[src/rtl/dma_chan_pkg.sv]
package dma_chan_pkg;
  localparam int DW = 32;

  // control word bit positions
  localparam int CTL_PEND   = 0;
  localparam int CTL_IEN    = 4;
  localparam int CTL_DRAIN  = 6;
  localparam int CTL_DEVRST = 7;
  localparam int CTL_LOADED = 26;

  // register indices that carry behaviour
  localparam int IDX_CTL  = 0;
  localparam int IDX_ADDR = 1;

  // apply the write-time shaping rules of the control word
  function automatic logic [DW-1:0] shape_ctl(input logic [DW-1:0] wv,
                                              input logic [3:0]    ver);
    logic [DW-1:0] r;
    r = wv;
    if (wv[CTL_DEVRST]) begin
      r = wv;
    end else if (wv[CTL_DRAIN]) begin
      r[CTL_DRAIN] = 1'b0;
    end else if (wv == '0) begin
      r[CTL_DRAIN] = 1'b1;
    end
    r[DW-1:DW-4] = ver;
    return r;
  endfunction
endpackage

[src/rtl/dma_chan_rstsync.sv]
module dma_chan_rstsync #(
  parameter int STAGES = 2
) (
  input  logic clk,
  input  logic rst_n,
  output logic rst_sync_n
);
  logic [STAGES-1:0] sync_q;

  always_ff @(posedge clk or negedge rst_n) begin
    if (!rst_n) sync_q <= '0;
    else        sync_q <= {sync_q[STAGES-2:0], 1'b1};
  end

  assign rst_sync_n = sync_q[STAGES-1];
endmodule

[src/rtl/dma_chan_ctl.sv]
module dma_chan_ctl
  import dma_chan_pkg::*;
#(
  parameter logic [3:0] VERSION = 4'hA
) (
  input  logic          clk,
  input  logic          rst_n,
  input  logic          wr_en,
  input  logic [DW-1:0] wdata,
  input  logic          set_loaded,
  input  logic          set_pend,
  input  logic          clr_pend,
  output logic [DW-1:0] ctl_q,
  output logic          dev_rst_q
);
  logic [DW-1:0] ctl_d;
  logic          ctl_en;
  logic          dev_rst_d;

  always_comb begin
    ctl_d = ctl_q;
    if (wr_en) begin
      ctl_d = shape_ctl(wdata, VERSION);
      if (set_pend) ctl_d[CTL_PEND] = 1'b1;
    end else begin
      if (set_loaded) ctl_d[CTL_LOADED] = 1'b1;
      if (set_pend)      ctl_d[CTL_PEND] = 1'b1;
      else if (clr_pend) ctl_d[CTL_PEND] = 1'b0;
    end
    ctl_en    = wr_en | set_loaded | set_pend | clr_pend;
    dev_rst_d = wr_en & wdata[CTL_DEVRST];
  end

  always_ff @(posedge clk or negedge rst_n) begin
    if (!rst_n) begin
      ctl_q     <= {VERSION, {(DW-4){1'b0}}};
      dev_rst_q <= 1'b0;
    end else begin
      if (ctl_en) ctl_q <= ctl_d;
      dev_rst_q <= dev_rst_d;
    end
  end
endmodule

[src/rtl/dma_chan_irq.sv]
module dma_chan_irq (
  input  logic clk,
  input  logic rst_n,
  input  logic dev_irq,
  input  logic ien_clear,
  output logic rise,
  output logic fall,
  output logic irq_q
);
  logic prev_q;
  logic irq_d;

  always_comb begin
    rise  = dev_irq & ~prev_q;
    fall  = ~dev_irq & prev_q;
    irq_d = irq_q;
    if (rise)      irq_d = 1'b1;
    if (fall)      irq_d = 1'b0;
    if (ien_clear) irq_d = 1'b0;
  end

  always_ff @(posedge clk or negedge rst_n) begin
    if (!rst_n) begin
      prev_q <= 1'b0;
      irq_q  <= 1'b0;
    end else begin
      prev_q <= dev_irq;
      irq_q  <= irq_d;
    end
  end
endmodule

[src/rtl/dma_chan_words.sv]
module dma_chan_words
  import dma_chan_pkg::*;
#(
  parameter int NREG  = 4,
  parameter int LEN_W = 16,
  parameter int IDX_W = $clog2(NREG)
) (
  input  logic                       clk,
  input  logic                       rst_n,
  input  logic                       wr_en,
  input  logic [IDX_W-1:0]           wr_idx,
  input  logic [DW-1:0]              wdata,
  input  logic                       done,
  input  logic [LEN_W-1:0]           len,
  output logic [NREG-1:1][DW-1:0]    words_q
);
  for (genvar g = 1; g < NREG; g++) begin : g_word
    logic [DW-1:0] q;
    logic [DW-1:0] d;
    logic          en;

    if (g == IDX_ADDR) begin : g_addr
      always_comb begin
        en = 1'b0;
        d  = q;
        if (wr_en && wr_idx == IDX_W'(g)) begin
          en = 1'b1;
          d  = wdata;
        end else if (done) begin
          en = 1'b1;
          d  = q + DW'(len);
        end
      end
    end else begin : g_plain
      always_comb begin
        en = wr_en && (wr_idx == IDX_W'(g));
        d  = wdata;
      end
    end

    always_ff @(posedge clk or negedge rst_n) begin
      if (!rst_n)  q <= '0;
      else if (en) q <= d;
    end

    assign words_q[g] = q;
  end
endmodule

[src/rtl/dma_chan_regs.sv]
module dma_chan_regs
  import dma_chan_pkg::*;
#(
  parameter int         NREG    = 4,
  parameter int         LEN_W   = 16,
  parameter logic [3:0] VERSION = 4'hA
) (
  input  logic              clk,
  input  logic              rst_n,
  input  logic              bus_sel,
  input  logic              bus_we,
  input  logic [3:0]        bus_addr,
  input  logic [3:0]        bus_be,
  input  logic [DW-1:0]     bus_wdata,
  output logic [DW-1:0]     bus_rdata,
  input  logic              dev_irq_in,
  input  logic              xfer_done,
  input  logic [LEN_W-1:0]  xfer_len,
  output logic              irq_out,
  output logic              dev_rst_pulse
);
  localparam int IDX_W = $clog2(NREG);

  logic                    rst_sync_n;
  logic                    wr_ok;
  logic [IDX_W-1:0]        idx;
  logic                    wr_ctl;
  logic                    wr_adr;
  logic                    ien_clear;
  logic                    irq_rise;
  logic                    irq_fall;
  logic [DW-1:0]           ctl_q;
  logic [NREG-1:1][DW-1:0] words_q;

  dma_chan_rstsync #(.STAGES(2)) u_rst (
    .clk        (clk),
    .rst_n      (rst_n),
    .rst_sync_n (rst_sync_n)
  );

  always_comb begin
    idx       = bus_addr[IDX_W+1:2];
    wr_ok     = bus_sel & bus_we & (&bus_be) & (bus_addr[1:0] == 2'b00);
    wr_ctl    = wr_ok && (idx == IDX_W'(IDX_CTL));
    wr_adr    = wr_ok && (idx == IDX_W'(IDX_ADDR));
    ien_clear = wr_ctl & ~bus_wdata[CTL_IEN];
  end

  dma_chan_irq u_irq (
    .clk       (clk),
    .rst_n     (rst_sync_n),
    .dev_irq   (dev_irq_in),
    .ien_clear (ien_clear),
    .rise      (irq_rise),
    .fall      (irq_fall),
    .irq_q     (irq_out)
  );

  dma_chan_ctl #(.VERSION(VERSION)) u_ctl (
    .clk        (clk),
    .rst_n      (rst_sync_n),
    .wr_en      (wr_ctl),
    .wdata      (bus_wdata),
    .set_loaded (wr_adr),
    .set_pend   (irq_rise | xfer_done),
    .clr_pend   (irq_fall),
    .ctl_q      (ctl_q),
    .dev_rst_q  (dev_rst_pulse)
  );

  dma_chan_words #(.NREG(NREG), .LEN_W(LEN_W), .IDX_W(IDX_W)) u_words (
    .clk     (clk),
    .rst_n   (rst_sync_n),
    .wr_en   (wr_ok),
    .wr_idx  (idx),
    .wdata   (bus_wdata),
    .done    (xfer_done),
    .len     (xfer_len),
    .words_q (words_q)
  );

  always_comb begin
    bus_rdata = ctl_q;
    for (int i = 1; i < NREG; i++) begin
      if (idx == IDX_W'(i)) bus_rdata = words_q[i];
    end
  end
endmodule

[config.mk]
export PLATFORM = sky130hd
export DESIGN_NAME = dma_chan_regs
export DESIGN_NICKNAME = d
export VERILOG_FILES = /design/src/rtl/dma_chan_pkg.sv /design/src/rtl/dma_chan_rstsync.sv /design/src/rtl/dma_chan_ctl.sv /design/src/rtl/dma_chan_irq.sv /design/src/rtl/dma_chan_words.sv /design/src/rtl/dma_chan_regs.sv
export SDC_FILE = /design/constraint.sdc
export NUM_CORES = 1
export LEC_CHECK = 0
export ABC_CLOCK_PERIOD_IN_PS = 8150
export CAP_MARGIN = 20
export CORE_MARGIN = 2
export CORE_UTILIZATION = 45
export DETAILED_ROUTE_END_ITERATION = 16
export DONT_BUFFER_PORTS = 1
export HOLD_SLACK_MARGIN = 0.06
export SYNTH_ARGS = -nofsm -noshare
export SYNTH_HDL_FRONTEND = slang
export SYNTH_SLANG_ARGS = --single-unit
[constraint.sdc]
create_clock -name clk -period 8.15 [get_ports clk]
set_input_delay 0.815 -clock clk [delete_from_list [all_inputs] [get_ports clk]]
set_output_delay 0.815 -clock clk [all_outputs]
set_load 0.01 [all_outputs]
=== Word level (Yosys, flattened, before mapping) ===
Cells that the tools add are included.

* Flip-flop bits (word level): 129
* Bits of input ports: 62
* Output and inout port bits: 34
* Word-level logic and storage cells: 63

* Add/subtract/negate cells: 1
* Equal/unequal tests: 3
* Mux-type cells: 19
* Bitwise operators: 14
* Reduce and logical (&&, ||, !) cells: 16

{| class="wikitable"
|+ Operator list
! kind !! count
|-
| two-way mux 32 bit || 5
|-
| adder 32 x 16 -> 32 bit || 1
|-
| zero test 32 bit || 1
|-
| two-way mux 1 bit || 14
|-
| AND reduction 2 bit || 4
|-
| bitwise AND 1 bit || 7
|-
| nonzero test 3 bit || 2
|-
| equality test 2 bit (second input constant) || 2
|-
| logical AND 1 bit || 4
|-
| zero test 2 bit || 2
|-
| bitwise OR 1 bit || 4
|-
| AND reduction 4 bit || 1
|-
| nonzero test 2 bit || 2
|-
| inverter 1 bit || 3
|-
| equality test 2 x 1 -> 1 bit (second input constant) || 1
|}

=== Logic depth before layout (Yosys ltp) ===
* Word-level depth: 8
* Gate-level depth with buffers: 9
* Mapped depth without buffers: 8

=== By module ===
A second synthesis with hierarchy kept.

* Cells, all modules: 580
* Area total of the unflattened synthesis: 7161.9 µm²

{| class="wikitable"
|+ Modules (own cells, without submodules)
! module !! times used !! cells an instance !! area each (µm²) !! sequential area each (µm²)
|-
| dma_chan_words || 1 || 437 || 4937.2 || 2402.3
|-
| dma_chan_ctl || 1 || 84 || 1204.9 || 725.7
|-
| dma_chan_regs || 1 || 49 || 882.1 || 0.0
|-
| dma_chan_irq || 1 || 7 || 83.8 || 50.0
|-
| dma_chan_rstsync || 1 || 3 || 53.8 || 50.0
|}

=== Least setup slack after synthesis ===
OpenSTA, ideal clock, no wires.

* Path kind: input to output
* Start: in bus_addr[3]
* End: out bus_rdata[10]
* Arrival time: 2.110 ns
* Required time: 7.335 ns
* Setup slack: 5.225 ns
* Stages: 4
* Buffers on the path: 3
* Cell sequence: clkbuf_1 > buf_2 > buf_2 > mux4_2

* Word-level cells in the longest chain between the ends: 4
* Elaborated cells between the ends (all ways): 6
* Those cells by class: eq/ne (3); mux (3)

{| class="wikitable"
|+ RTL lines
! what !! RTL line !! RTL
|-
| start: declaration || dma_chan_regs.sv:12 || <nowiki>input logic [3:0] bus_addr,</nowiki>
|-
| equality test 2 x 1 -> 1 bit || dma_chan_regs.sv:85 || <nowiki>if (idx == IDX_W'(i)) bus_rdata = words_q[i];</nowiki>
|-
| two-way mux 32 bit (2 in series) || dma_chan_regs.sv:85 ||
|-
| two-way mux 32 bit * || dma_chan_regs.sv:85 ||
|-
| end: declaration || dma_chan_regs.sv:15 || <nowiki>output logic [DW-1:0] bus_rdata,</nowiki>
|}

Mark *: on every way between the ends. The rest lies on a longest branch, timed or not.

=== Worst setup path in the final report ===
* Start: in bus_addr[0]
* End: reg u_ctl.ctl_q[19]

* Word-level cells in the longest chain between the ends: 7
* Elaborated cells between the ends (all ways): 8
* Those cells by class: bitwise (4); reduce/logical (4)

{| class="wikitable"
|+ RTL lines
! what !! RTL line !! RTL
|-
| zero test 2 bit * || dma_chan_regs.sv:43 || <nowiki>wr_ok = bus_sel & bus_we & (&bus_be) & (bus_addr[1:0] == 2'b00);</nowiki>
|-
| bitwise AND 1 bit * || dma_chan_regs.sv:43 ||
|-
| logical AND 1 bit, on equally long branches || dma_chan_regs.sv:44, dma_chan_regs.sv:45 ||
|-
| bitwise OR 1 bit (3 in series) || dma_chan_ctl.sv:30 || <nowiki>ctl_en = wr_en | set_loaded | set_pend | clr_pend;</nowiki>
|-
| AND reduction 2 bit (no line) * || - ||
|-
| end signal: assignment || dma_chan_ctl.sv:36 || <nowiki>ctl_q <= {VERSION, {(DW-4){1'b0}}};</nowiki>
|-
| end signal: assignment || dma_chan_ctl.sv:39 || <nowiki>if (ctl_en) ctl_q <= ctl_d;</nowiki>
|-
| end: declaration || dma_chan_ctl.sv:13 || <nowiki>output logic [DW-1:0] ctl_q,</nowiki>
|}

Marks and branches as above.
A chain may end at the register's enable or synchronous reset.

==> Implementation_results.wiki <==
{| class="wikitable"
! Metric !! Value
|-
| Power share of the clock group || roughly 36%
|-
| Total count of hold-check failures in the final report || 0
|-
| Power density over cell area || between 200 and 300 nW/um2
|-
| CTS clk-pin slew, worst paths || approximately 0.050 ns
|-
| Routability-driven placement congestion ratio || around 0.85
|-
| Kind of end point of the critical path || flop
|-
| Class of the tightest hold or removal check || reg -> reg
|-
| Die footprint || between 15000 and 20000 um2
|-
| Total negative slack for setup checks || 0 ns
|-
| Unrepaired setup endpoints after global routing || false
|-
| Minimum clock period || ~2.7 ns
|-
| Number of standard-cell rows in the floorplan || 45
|-
| Routed WL || between 15000 and 20000 um
|-
| Starting density of the core || a little under half
|-
| Clock Skew || roughly 0.0096 ns
|-
| Transition time at the pin with the least slew margin || 0.890 ns
|-
| Via count || around 4.9k
|-
| Number of fill cells in the layout || 1348
|-
| Final critical-path share of the clock period || around a third
|-
| Finish-stage setup viols || 0
|-
| Port Buffers || 0
|-
| CP Buf/Inv Count || 1
|-
| Adder and majority gate portion of the synthesized area || under 10%
|-
| Summed area of non-filler cells in the final layout || between 7000 and 8000 um2
|-
| Largest fanout of any net on the critical path || 17
|-
| Worst hold path depth || 0
|-
| Cell area after synthesis || roughly 7000 um2
|-
| Highest achievable clock rate || between 0.3 and 0.4 GHz
|-
| First DRT Iteration DRCs || roughly 270
|-
| Worst R2R End || u_words.g_word[1].q[18]$_DFFE_PN0P_
|-
| Data required time at the worst endpoint || 8.46 ns
|-
| Clock buffer count from CTS || 17
|-
| Fraction of synthesized area in multiplexers || about a quarter
|-
| Clock sinks || ~130
|-
| Gate Count Post-Synth || slightly below 600
|-
| Clock root buffer || sky130_fd_sc_hd__clkbuf_16
|-
| Critical Path AT || 2.97 ns
|-
| Sum of net half-perimeters after detailed placement || ~12000 um
|-
| Switching power || 673 uW
|-
| Fraction of final layout cells sized beyond drive strength 1 || 27.6%
|-
| Sequential fraction of the synthesis area || 46.0%
|-
| Largest net degree at the start of global routing || 69
|-
| Maxcap violations || 0
|-
| Net switching share of the total power || between 30% and 40%
|-
| Synth Area in XOR/XNOR || approximately 1.2%
|-
| Number of antenna repair diodes || 0
|-
| Family of cells with the greatest summed delay on the critical path || simple AND/OR/NAND/NOR gates
|-
| Detail Route Antenna Nets || 0
|-
| TritonCTS clock tree || built
|-
| H-Tree Depth || 4
|-
| Fraction of the mapped netlist area in simple logic gates || 11.0%
|-
| Global-route wire length before repair || roughly 28000 um
|-
| Complex-gate fraction of the synthesized area || 11.4%
|-
| Crit start category || input pin
|-
| Total routing resource utilization after global routing || 22.1%
|-
| Synthesis Warnings || 0
|-
| Share of power burned in combinational logic || 27.5%
|-
| Max-slew headroom at the worst pin || 40.6%
|-
| Proportion of register bits with asynchronous set or reset after synthesis || 100%
|-
| Cell area reported after detailed placement || 7160 um2
|-
| Worst-skew pair later-pin latency || ~0.42 ns
|-
| EDFF count, synth || 0
|-
| Routed via count divided by cell count || ~6.2
|-
| Worst r2r src || u_words.g_word[1].q[0]$_DFFE_PN0P_
|-
| Delay of the slowest cell on the worst path || 0.70 ns
|-
| Antenna violations before repair || 0
|-
| Leakage Power || 3.51 nW
|-
| Area of the multi-input gates || 3630 um2
|-
| X dimension of the die || roughly 130 um
|-
| Utilization of the core after routing || about half
|-
| Area taken by flip-flops and latches || 3230 um2
|-
| Worst hold-check slack || between 0.3 and 0.4 ns
|-
| Unique cell type count in the Yosys netlist || 60
|-
| Via count of the first global-routing pass || 4969
|-
| Int Power || 1.49 mW
|-
| Number of iterations in the first detailed-routing pass || 5
|-
| Worst hold endpoint || u_rst.sync_q[1]$_DFF_PN0_
|-
| Start-to-end type of the worst setup path || in -> reg
|-
| Status || completed
|-
| Mapped Avg Cell Area || about 12 um2
|-
| Max rail drop VDD || about 0.00017 V
|-
| Top flip-flop cell by instance count after synthesis || sky130_fd_sc_hd__dfrtp_1
|-
| Average detailed-routed wire length per instance || 21.9 um
|-
| Cells traversed along the worst timing path || nand4bb_1 > or3_1 > nor2_2 > buf_4 > mux2_2
|-
| Crit-path slowest cell || sky130_fd_sc_hd__nor2_2
|-
| Core ar. || about 15000 um2
|-
| Num ports || 96
|-
| Register bit total from synthesis || roughly 130
|-
| Worst Reg-to-Reg Cells || 8
|-
| Final layout net count || 669
|-
| Maximum clock path buffer count || 2
|-
| Congestion Overflow GR || 0
|-
| Die H || around 130 um
|-
| Area growth from synthesis to layout || 11.1%
|-
| Pins Over Slew Limit || 0
|-
| Net count of the mapped netlist || 676
|-
| Register share of total power || 36.2%
|-
| Hold Startpoint || u_rst.sync_q[0]$_DFF_PN0_
|-
| Dominant combinational cell family by area after synthesis || multiplexers
|-
| DRC || 0
|-
| Minimum setup slack among reg-to-reg paths || 5.50 ns
|}
-- kinds of logic (layout without fill, tap and decap cells) --
family                     Yosys count  in the layout
AOI/OAI and AO/OA                  122            122
xor gates and xnor gates            10             10
adders and majority gates           17             17
buffers and inverters               40             44
DFF                                129            129
muxes                              127            127
other                                1              1
and+or+nand+nor                    151            151
-- per-layer routing --
metal / vias to the layer above / global-route usage [%] / wire [um]
met1: 2551 / 29.0 / 7570
met4: 0 / 6.78 / 253
li1: 2236 / - / -
met5: - / 0 / 0
met2: 122 / 35.3 / 8430
met3: 22 / 6.90 / 1050
-- through the flow --
step                      instances  worst slack, ns  total power [mW]
after global routing            789             5.27              2.28
after CTS                       787             5.47              2.17
final                           789             5.48              2.16
after floorplan                 597             4.29              1.27
after global placement          757             5.07              1.36
after detailed placement        757             5.03              1.38
-- final cells by class --
class / count / share of cell area (%)
Multi-Input combinational cell: 428 / 46.6
Clock buffer: 23 / 5.88
Inverter: 7 / 0.337
Sequential cell: 129 / 41.5
Clock inverter: 7 / 1.73
Timing Repair Buffer: 7 / 0.964
Tap cell: 188 / 3.02
-- worst register-to-register path: cells and delay by family, from the launching register on --
| kind | cells | cell delay [ns] |
|---|---|---|
| adder cells (fa/ha/maj) | 2 | 0.65 |
| AO/OA/AOI/OAI | 5 | 1.39 |
| flip-flops | 1 | 0.39 |
| AND/OR/NAND/NOR | 1 | 0.10 |
-- cell usage after synthesis, drive strengths merged, types with 3 or more instances --
library cell	number	area [um2]
nand2	39	149
xnor2	9	78.8
a31oi	15	93.8
dfrtp	129	3230
clkbuf	11	41.3
nor2	38	143
nand4	9	56.3
o21ai	30	150
nand2b	3	18.8
mux4	28	631
nor2b	4	25.0
nand3	11	55.1
and3	9	56.3
inv	7	26.3
or3	8	50.1
mux2i	9	90.1
buf	22	105
o211ai	3	22.5
nor3	4	31.3
a21oi	40	208
nor4	11	68.8
a21o	5	37.5
or2	3	18.8
ha	16	200
a211oi	3	27.5
a211o	3	26.3
o21a	3	30.0
mux2	90	1010
-- flip-flops by register name, summed over array words and instances, names as in the netlist --
name,count
u_ctl.ctl_q,28
u_words.g_word.q,96
u_irq.prev_q,1
u_irq.irq_q,1
u_rst.sync_q,2
u_ctl.dev_rst_q,1
-- how the worst max path moves through the flow --
stage / from / end / slack (ns) / cells past startpoint
2_1_floorplan: u_rst.sync_q[1]$_DFF_PN0_ / u_ctl.ctl_q[0]$_DFFE_PN0P_ / 4.29 / 0
3_3_place_gp: bus_addr[0] / u_ctl.ctl_q[3]$_DFFE_PN0P_ / 5.07 / 5
3_5_place_dp: bus_addr[0] / u_ctl.ctl_q[19]$_DFFE_PN0P_ / 5.03 / 5
4_1_cts: bus_addr[0] / u_ctl.ctl_q[2]$_DFFE_PN0P_ / 5.47 / 5
5_1_grt: u_words.g_word[1].q[0]$_DFFE_PN0P_ / u_words.g_word[1].q[22]$_DFFE_PN0P_ / 5.27 / 8
6_report: bus_addr[0] / u_ctl.ctl_q[19]$_DFFE_PN0P_ / 5.48 / 5
-- power by group through the flow --
stage	Combinational [mW]	Clock [mW]	Sequential [mW]
after floorplan	0.498	0	0.768
after global placement	0.573	0	0.790
after detailed placement	0.588	0	0.793
after CTS	0.591	0.798	0.782
after global routing	0.663	0.828	0.793
final	0.593	0.784	0.783
-- cell usage in the layout, fill, tap and decap left out, types with 11 or more instances in the layout --
cell type                   count
sky130_fd_sc_hd__ha_1          16
sky130_fd_sc_hd__mux2_2        90
sky130_fd_sc_hd__dfrtp_1      128
sky130_fd_sc_hd__a21oi_1       38
sky130_fd_sc_hd__mux4_2        28
sky130_fd_sc_hd__nor2_1        36
sky130_fd_sc_hd__nor4_1        11
sky130_fd_sc_hd__o21ai_0       30
sky130_fd_sc_hd__nand2_1       38
sky130_fd_sc_hd__nand3_1       11
sky130_fd_sc_hd__clkbuf_16     17
sky130_fd_sc_hd__a31oi_1       15
-- repair_timing --
action / 4_1_cts / 5_1_grt
setup buffers: 0 / 0
hold buffers: 0 / 1
hold endpoints to repair: 0 / 2
resized for setup: 0 / 0
No activity file was read; power rests on OpenSTA's default activity.
